### config.mk
export PLATFORM = sky130hd
export DESIGN_NAME = env_shaper
export DESIGN_NICKNAME = d
export VERILOG_FILES = /design/src/rtl/env_pkg.sv /design/src/rtl/env_step_timer.sv /design/src/rtl/env_sequencer.sv /design/src/rtl/env_shaper.sv
export SDC_FILE = /design/constraint.sdc
export NUM_CORES = 1
export LEC_CHECK = 0
export CAP_MARGIN = 30
export CORE_MARGIN = 10
export CORE_UTILIZATION = 35
export CTS_CLUSTER_DIAMETER = 100
export DETAILED_ROUTE_END_ITERATION = 8
export GPL_TIMING_DRIVEN = 0
export PLACE_DENSITY = 0.6
export SLEW_MARGIN = 20
export SYNTH_ARGS = -nofsm -noshare
export SYNTH_HDL_FRONTEND = slang
export SYNTH_SLANG_ARGS = --single-unit
### constraint.sdc
create_clock -name clk -period 7.7 [get_ports clk]
set_input_delay 1.54 -clock clk [delete_from_list [all_inputs] [get_ports clk]]
set_output_delay 1.54 -clock clk [all_outputs]
set_load 0.01 [all_outputs]
### src/rtl/env_pkg.sv
package env_pkg;
  localparam int LVL_W = 5;

  typedef struct packed {
    logic cont;
    logic att;
    logic alt;
    logic hold;
  } env_shape_t;
endpackage

### src/rtl/env_step_timer.sv
module env_step_timer #(
  parameter int PERIOD_W = 16,
  parameter int PRE_LOG2 = 3
) (
  input  logic                clk,
  input  logic                rst_n,
  input  logic                tick_en,
  input  logic                restart,
  input  logic [PERIOD_W-1:0] period,
  output logic                step
);
  localparam int CW = PERIOD_W + PRE_LOG2;

  logic [CW-1:0]       cnt;
  logic [PERIOD_W-1:0] eff_m1;
  logic [CW-1:0]       limit;

  // A zero period behaves as one; the limit is EP*2^PRE_LOG2 - 1
  assign eff_m1 = (period == '0) ? '0 : period - 1'b1;

  generate
    if (PRE_LOG2 > 0) begin : g_pre
      assign limit = {eff_m1, {PRE_LOG2{1'b1}}};
    end else begin : g_nopre
      assign limit = eff_m1;
    end
  endgenerate

  // >= keeps the timer safe when the period shrinks mid-interval
  assign step = tick_en && !restart && (cnt >= limit);

  always_ff @(posedge clk) begin
    if (!rst_n || restart) begin
      cnt <= '0;
    end else if (step) begin
      cnt <= '0;
    end else if (tick_en) begin
      cnt <= cnt + 1'b1;
    end
  end

  // a restart always clears the timer, so no step can follow on the next edge
  p_restart_clears_r3: assert property (@(posedge clk) disable iff (!rst_n)
    restart |=> (cnt == '0));
endmodule

### src/rtl/env_sequencer.sv
module env_sequencer
  import env_pkg::*;
(
  input  logic             clk,
  input  logic             rst_n,
  input  logic             restart,
  input  logic             step,
  input  env_shape_t       shape,
  output logic [LVL_W-1:0] level
);
  localparam logic [LVL_W-1:0] TOP = {LVL_W{1'b1}};

  logic [LVL_W-1:0] lvl;
  logic             up;
  logic             frozen;
  logic             at_end;

  assign at_end = up ? (lvl == TOP) : (lvl == '0);
  assign level  = lvl;

  always_ff @(posedge clk) begin
    if (!rst_n) begin
      lvl    <= '0;
      up     <= 1'b0;
      frozen <= 1'b1;
    end else if (restart) begin
      lvl    <= shape.att ? '0 : TOP;
      up     <= shape.att;
      frozen <= 1'b0;
    end else if (step && !frozen) begin
      if (!at_end) begin
        lvl <= up ? lvl + 1'b1 : lvl - 1'b1;
      end else if (!shape.cont) begin
        lvl    <= '0;
        frozen <= 1'b1;
      end else if (shape.hold) begin
        frozen <= 1'b1;
        if (shape.alt) lvl <= ~lvl;
      end else if (shape.alt) begin
        up <= ~up;
      end else begin
        lvl <= ~lvl;
      end
    end
  end

  // starting level after restart follows the attack bit
  p_restart_start_r2: assert property (@(posedge clk) disable iff (!rst_n)
    restart |=> (level == ($past(shape.att) ? '0 : TOP)));

  // without a step or restart the level holds
  p_quiet_hold_r3: assert property (@(posedge clk) disable iff (!rst_n)
    (!restart && !step) |=> $stable(level));

  // a frozen envelope ignores steps
  p_frozen_stable_r9: assert property (@(posedge clk) disable iff (!rst_n)
    (frozen && !restart) |=> $stable(level));

  // inside a ramp each step moves the level by exactly one
  p_unit_move_r5: assert property (@(posedge clk) disable iff (!rst_n)
    (step && !restart && !frozen && !at_end) |=>
      ((level == $past(lvl) + 1'b1) || (level == $past(lvl) - 1'b1)));
endmodule

### src/rtl/env_shaper.sv
module env_shaper
  import env_pkg::*;
#(
  parameter int PERIOD_W = 16,
  parameter int PRE_LOG2 = 3
) (
  input  logic                clk,
  input  logic                rst_n,
  input  logic                tick_en,
  input  logic [PERIOD_W-1:0] period,
  input  logic [3:0]          shape,
  input  logic                restart,
  output logic [LVL_W-1:0]    level
);
  logic       step;
  env_shape_t shp;

  assign shp = env_shape_t'(shape);

  env_step_timer #(
    .PERIOD_W(PERIOD_W),
    .PRE_LOG2(PRE_LOG2)
  ) u_timer (
    .clk     (clk),
    .rst_n   (rst_n),
    .tick_en (tick_en),
    .restart (restart),
    .period  (period),
    .step    (step)
  );

  env_sequencer u_seq (
    .clk     (clk),
    .rst_n   (rst_n),
    .restart (restart),
    .step    (step),
    .shape   (shp),
    .level   (level)
  );

  // level is zero while reset is applied
  p_reset_zero_r1: assert property (@(posedge clk)
    !rst_n |=> (level == '0));
endmodule

* Yosys cells after proc, flatten, opt, wreduce, memory -nomap -nowiden *
Cells that the tools add are included.

word-level totals
  flip-flop bits (word level) = 26
  bits of input ports = 24
  output and inout bits = 5
  word-level logic and storage cells = 55

operators by class
  add/subtract/negate cells = 4
  magnitude comparators = 1
  eq/ne operators = 5
  multiplexer cells = 22
  bitwise gates (word level) = 2
  reductions and logical operators = 17

operator list
  kind                   number
  $mux 5                 9
  $add 19x1->19 const B  1
  $ge 19x19->1           1
  $logic_not 16->1       1
  $mux 16                1
  $sub 16x1->16 const B  1
  $mux 1                 12
  $ne 5x5->1 const B     2
  $reduce_bool 2->1      4
  $reduce_and 3->1       2
  $add 5x1->5 const B    1
  $eq 5x5->1 const B     1
  $logic_not 5->1        1
  $not 5->5              1
  $reduce_and 5->1       1
  $sub 5x1->5 const B    1
  $logic_and 1x1->1      3
  $logic_not 1->1        3
  $ne 3x2->1 const B     1
  $ne 2x1->1 const B     1
  $reduce_or 2->1        1
  $logic_or 1x1->1       1
  $not 1->1              1

* Logic depth before layout (Yosys ltp) *
  word-level depth = 7
  gate-level depth with buffers = 15
  gate-level depth less buffers = 14

* Hierarchy *
From an unflattened synthesis, not the netlist that was laid out.

unflattened totals
  cell total of the unflattened synthesis = 269
  area total of the unflattened synthesis = 2228.4 µm²

by module, submodules not included
  module          times used  cells each  area each (µm²)  seq. area each (µm²)
  env_step_timer  1           194         1611.5           380.4
  env_sequencer   1           75          616.8            140.1

* Least setup slack after synthesis *
Ideal clock, no wire load.

  kind = input -> register
  start = in period[2]
  end = reg u_seq.up
  setup time = 91 ps
  arrival = 4542 ps
  required time = 7609 ps
  setup slack = 3067 ps
  stages = 12
  buffers on the path = 0
  cells stage by stage = or4_4 or3_4 or3_4 nor3_2 a21oi_1 ha_1 nand4_1 nor4_2 o311a_1 a221oi_2 or3_1 a311oi_1

between the ends
  longest elaborated chain between the ends = 7
  elaborated cells on any way between the ends = 8
  classes of those cells = add/sub (1); order compare (1); mux (1); reduce/logical (5)

ends and longest elaborated chain
  element                                            line                  source
  from (decl)                                        env_shaper.sv:10      input logic [PERIOD_W-1:0] period,
  $sub 16x1->16 or $logic_not 16->1 (tied branches)  env_step_timer.sv:19  assign eff_m1 = (period == '0) ? '0 : period - 1'b1;
  $mux 16 (*)                                        env_step_timer.sv:19
  $ge 19x19->1 (*)                                   env_step_timer.sv:30  assign step = tick_en && !restart && (cnt >= limit);
  $logic_and 1x1->1 (*)                              env_step_timer.sv:30
  $logic_and 1x1->1 (*)                              env_sequencer.sv:30   end else if (step && !frozen) begin
  $reduce_bool 2->1 (no source line) (*)             --
  $reduce_and 5->1 (no source line) (*)              --
  to (signal assigned)                               env_sequencer.sv:28   up <= shape.att;
  to (signal assigned)                               env_sequencer.sv:40   up <= ~up;
  to (decl)                                          env_sequencer.sv:14   logic up;

Mark *: on every way between the ends. The rest lies on a longest branch, timed or not.
A chain may end at the register's enable or synchronous reset.

* Final worst setup path *
  start = in period[2]
  end = reg u_seq.lvl[2] (netlist: u_seq.level[2])

between the ends
  longest elaborated chain between the ends = 7
  elaborated cells on any way between the ends = 8
  classes of those cells = add/sub (1); order compare (1); mux (1); reduce/logical (5)

ends and longest elaborated chain
  element                                            line                  source
  $sub 16x1->16 or $logic_not 16->1 (tied branches)  env_step_timer.sv:19
  $mux 16 (*)                                        env_step_timer.sv:19
  $ge 19x19->1 (*)                                   env_step_timer.sv:30
  $logic_and 1x1->1 (*)                              env_step_timer.sv:30
  $logic_and 1x1->1 (*)                              env_sequencer.sv:30
  $reduce_bool 2->1 (no source line) (*)             --
  $reduce_and 3->1 (no source line) (*)              --
  to (signal assigned)                               env_sequencer.sv:27   lvl <= shape.att ? '0 : TOP;
  to (signal assigned)                               env_sequencer.sv:32   lvl <= up ? lvl + 1'b1 : lvl - 1'b1;
  to (signal assigned)                               env_sequencer.sv:38   if (shape.alt) lvl <= ~lvl;
  to (decl)                                          env_sequencer.sv:13   logic [LVL_W-1:0] lvl;

Marks and branches as above.

==> summary.txt <==
status -> finished clean
final hold violation count -> 0
total of max-cap violations -> 0
initial antenna violation count -> 0
fillcell total -> 602
fin crit share -> 68.1%
Reg2Reg Launch Point -> u_timer.cnt[4]$_SDFFE_PP0P_
Buf+Inv Stages, Crit Path -> 1
Finished Core Util -> 42.6%
Hold Crit Depth -> 2
Post-synth EDFFs -> 0
top cell type's share of synthesized area -> 24.9%
skew final -> 0.00188 ns
number of distinct library cells after synthesis -> 46
HP Start -> u_timer.cnt[18]$_SDFFE_PP0P_
Die W -> 97.2 um
PwrDens -> 112 nW/um^2
Worst-path clk slew -> 0.08 ns
R2R setup slack -> 5.25 ns
dpl ws -> 2.19 ns
P_leak -> 1.01 nW
final setup vio count -> 0
CP arrival -> 5.40 ns
core area -> 5850 sq um
cell taking the most area after synthesis -> dfxtp_1
Starting Density -> 35.7%
Rows -> 28
setup ws final -> 2.45 ns
setup TNS -> 0 ns
I/O pin count -> 29
pin count of the biggest net entering global routing -> 14
Worst setup EP type -> register
Num CTS Buffers -> 3
cell count after synthesis -> 261
PortBufs -> 27
placed inst area -> 2450 sq um
post-route cell area -> 2490 sq um
minimum clock period -> 5.25 ns
Pre-antenna DRT Iters -> 4
first-pass GRT wire length -> 8.47 mm
Worst EP required -> 7.85 ns
Crit Path Class -> primary input to register
vias per cell -> 5.01
via count -> 1832
total track usage -> 10.2%
Synth Area per Inst -> 8.00 sq um
gr ovfl total -> 0
Post-Syn Area -> 2090 sq um
CTS tree -> done
syn nets -> 307
vias in the first global route -> 1835
delay-heaviest family, CP -> simple AND/OR/NAND/NOR gates
hold endpoint -> u_timer.cnt[18]$_SDFFE_PP0P_
Hold Path Class -> register to register
CP peak stage delay -> 0.60 ns
post-route insts no fill -> 366
die area -> 9450 sq um
Final Slew Violations -> 0
final net count -> 339
Synth top cells by count -> nand2_1, nor2_1, dfxtp_1
Ant. Diodes -> 0
WL final -> 4.73 mm
crit-path max FO -> 6
Routed WL per cell -> 12.9 um
HPWL Detailed -> 3.74 mm
clock sinks -> 26
Post-DRT Antenna Nets -> 0
routability cong. -> 0.810
sequential fraction of the synthesis area -> 24.9%
share of cells above drive strength 1 -> 5.84%
Peak Freq -> 191 MHz
CTS Buffer Depth -> 2
worst r2r dst -> u_timer.cnt[10]$_SDFFE_PP0P_
Seq cells post-synth -> 26
worst reg2reg path depth -> 8
fraction of registers with async set/reset -> 0%
RSZ-0062 raised after global routing -> false
# resized after CTS -> 0
Top FF cell, synth -> dfxtp_1
drt initial violations -> 56
Startpoint Class -> primary input
synth warn -> 0
root buf cell -> clkbuf_8
Clock Latency Late Sink -> 0.26 ns
post-CTS setup buffer count -> 0
placed insts -> 363
Rel. slew slack -> 63.2%
largest vdd supply drop -> 54.2 uV
DRC violations left -> 0
Post-CTS Hold Fix Bufs -> 0
die height -> 97.2 um
H-Tree Depth -> 1
worst slew pin tran -> 0.548 ns
CP Cell Sequence -> clkdlybuf4s50_1, or4_4, nor4_4, nand2_1, or3_1, nor3_1, a21oi_1, ha_1, nand4_1, nor4_2, o311a_1, a221o_1, a211oi_1, a2111oi_0
Area contributors post-synth -> dfxtp_1, ha_1, xor2_1
slowest CP cell -> or4_4
Layout Area Growth over Synthesis -> 19.4%
-- kinds of logic (layout without fill, tap and decap cells) --
| logic type | Yosys count | in the layout | share of synthesized area, % |
|---|---|---|---|
| XOR/XNOR | 33 | 33 | 13.8 |
| adder cells (fa/ha/maj) | 22 | 22 | 13.5 |
| flip-flops | 26 | 26 | 24.9 |
| AO/OA/AOI/OAI | 48 | 48 | 14.8 |
| buffers and inverters | 16 | 46 | 3.12 |
| AND/OR/NAND/NOR | 114 | 114 | 28.8 |
| multiplexers | 2 | 2 | 0.959 |
-- routing by layer --
layer | part of all wire [%] | GRT usage [%]
met5 | 0 | 0
met3 | 4.3 | 2.20
met4 | 1.5 | 3.36
met2 | 41 | 15.6
met1 | 53 | 13.6
-- cells in the final DEF (no fill, tap or decap), types with 6 or more instances in the layout --
cell type / n
nand2_1: 31
nor2_1: 31
clkdlybuf4s50_1: 27
dfxtp_1: 26
xor2_1: 23
ha_1: 21
o21ai_0: 16
a21oi_1: 14
inv_1: 12
nand3_1: 12
xnor2_1: 10
nor3_1: 8
nand4_1: 6
-- metrics by stage --
| step | hold WS (ns) | total power, W |
|---|---|---|
| floorplan | 0.485 | 0.000180 |
| global placement | 0.510 | 0.000207 |
| detailed placement | 0.515 | 0.000208 |
| CTS | 0.538 | 0.000283 |
| global route | 0.600 | 0.000297 |
| finish | 0.528 | 0.000280 |
-- power breakdown --
group / internal, W / total [W] / switching, W
clock network: 0.0000350 / 0.0000755 / 0.0000404
registers: 0.000137 / 0.000141 / 0.00000432
logic: 0.0000318 / 0.0000634 / 0.0000316
total: 0.000204 / 0.000280 / 0.0000764
-- state kept, by name, summed over array words and instances, names as in the netlist --
register / count
u_timer.cnt: 19
u_seq.up: 1
u_seq.frozen: 1
u_seq.level: 5
-- layout make-up --
class	count	area [sq um]	area share (%)
inverter	12	45.0	1.81
sequential	26	520	20.9
buffer	4	20.0	0.803
multi-input combinational	219	1500	60.2
clock buffer	3	41.3	1.66
timing repair buffer	27	270	10.8
tap	75	93.8	3.77
-- worst register-to-register path, stage by stage, from the launching register on --
cell and delay [ns]:
dfxtp_1 0.35, ha_1 0.32, a211oi_1 0.24, nor2_1 0.11, or3_1 0.35, a221oi_1 0.42
nand2_2 0.24, buf_2 0.25, nor2_1 0.11
-- how the worst max path moves through the flow --
| stage | end | from | slack [ns] | cells after the start |
|---|---|---|---|---|
| finish | u_seq.level[2]$_SDFFE_PN0P_ | period[2] | 2.45 | 14 |
| global route | u_timer.cnt[10]$_SDFFE_PP0P_ | period[2] | 2.13 | 14 |
| CTS | u_seq.level[2]$_SDFFE_PN0P_ | period[2] | 2.42 | 14 |
| detailed placement | u_seq.level[2]$_SDFFE_PN0P_ | period[2] | 2.19 | 14 |
| global placement | u_timer.cnt[8]$_SDFFE_PP0P_ | period[2] | 2.22 | 14 |
| floorplan | u_seq.up$_SDFFE_PN0P_ | period[2] | 3.07 | 12 |
Power figures use the tool's default switching activity.
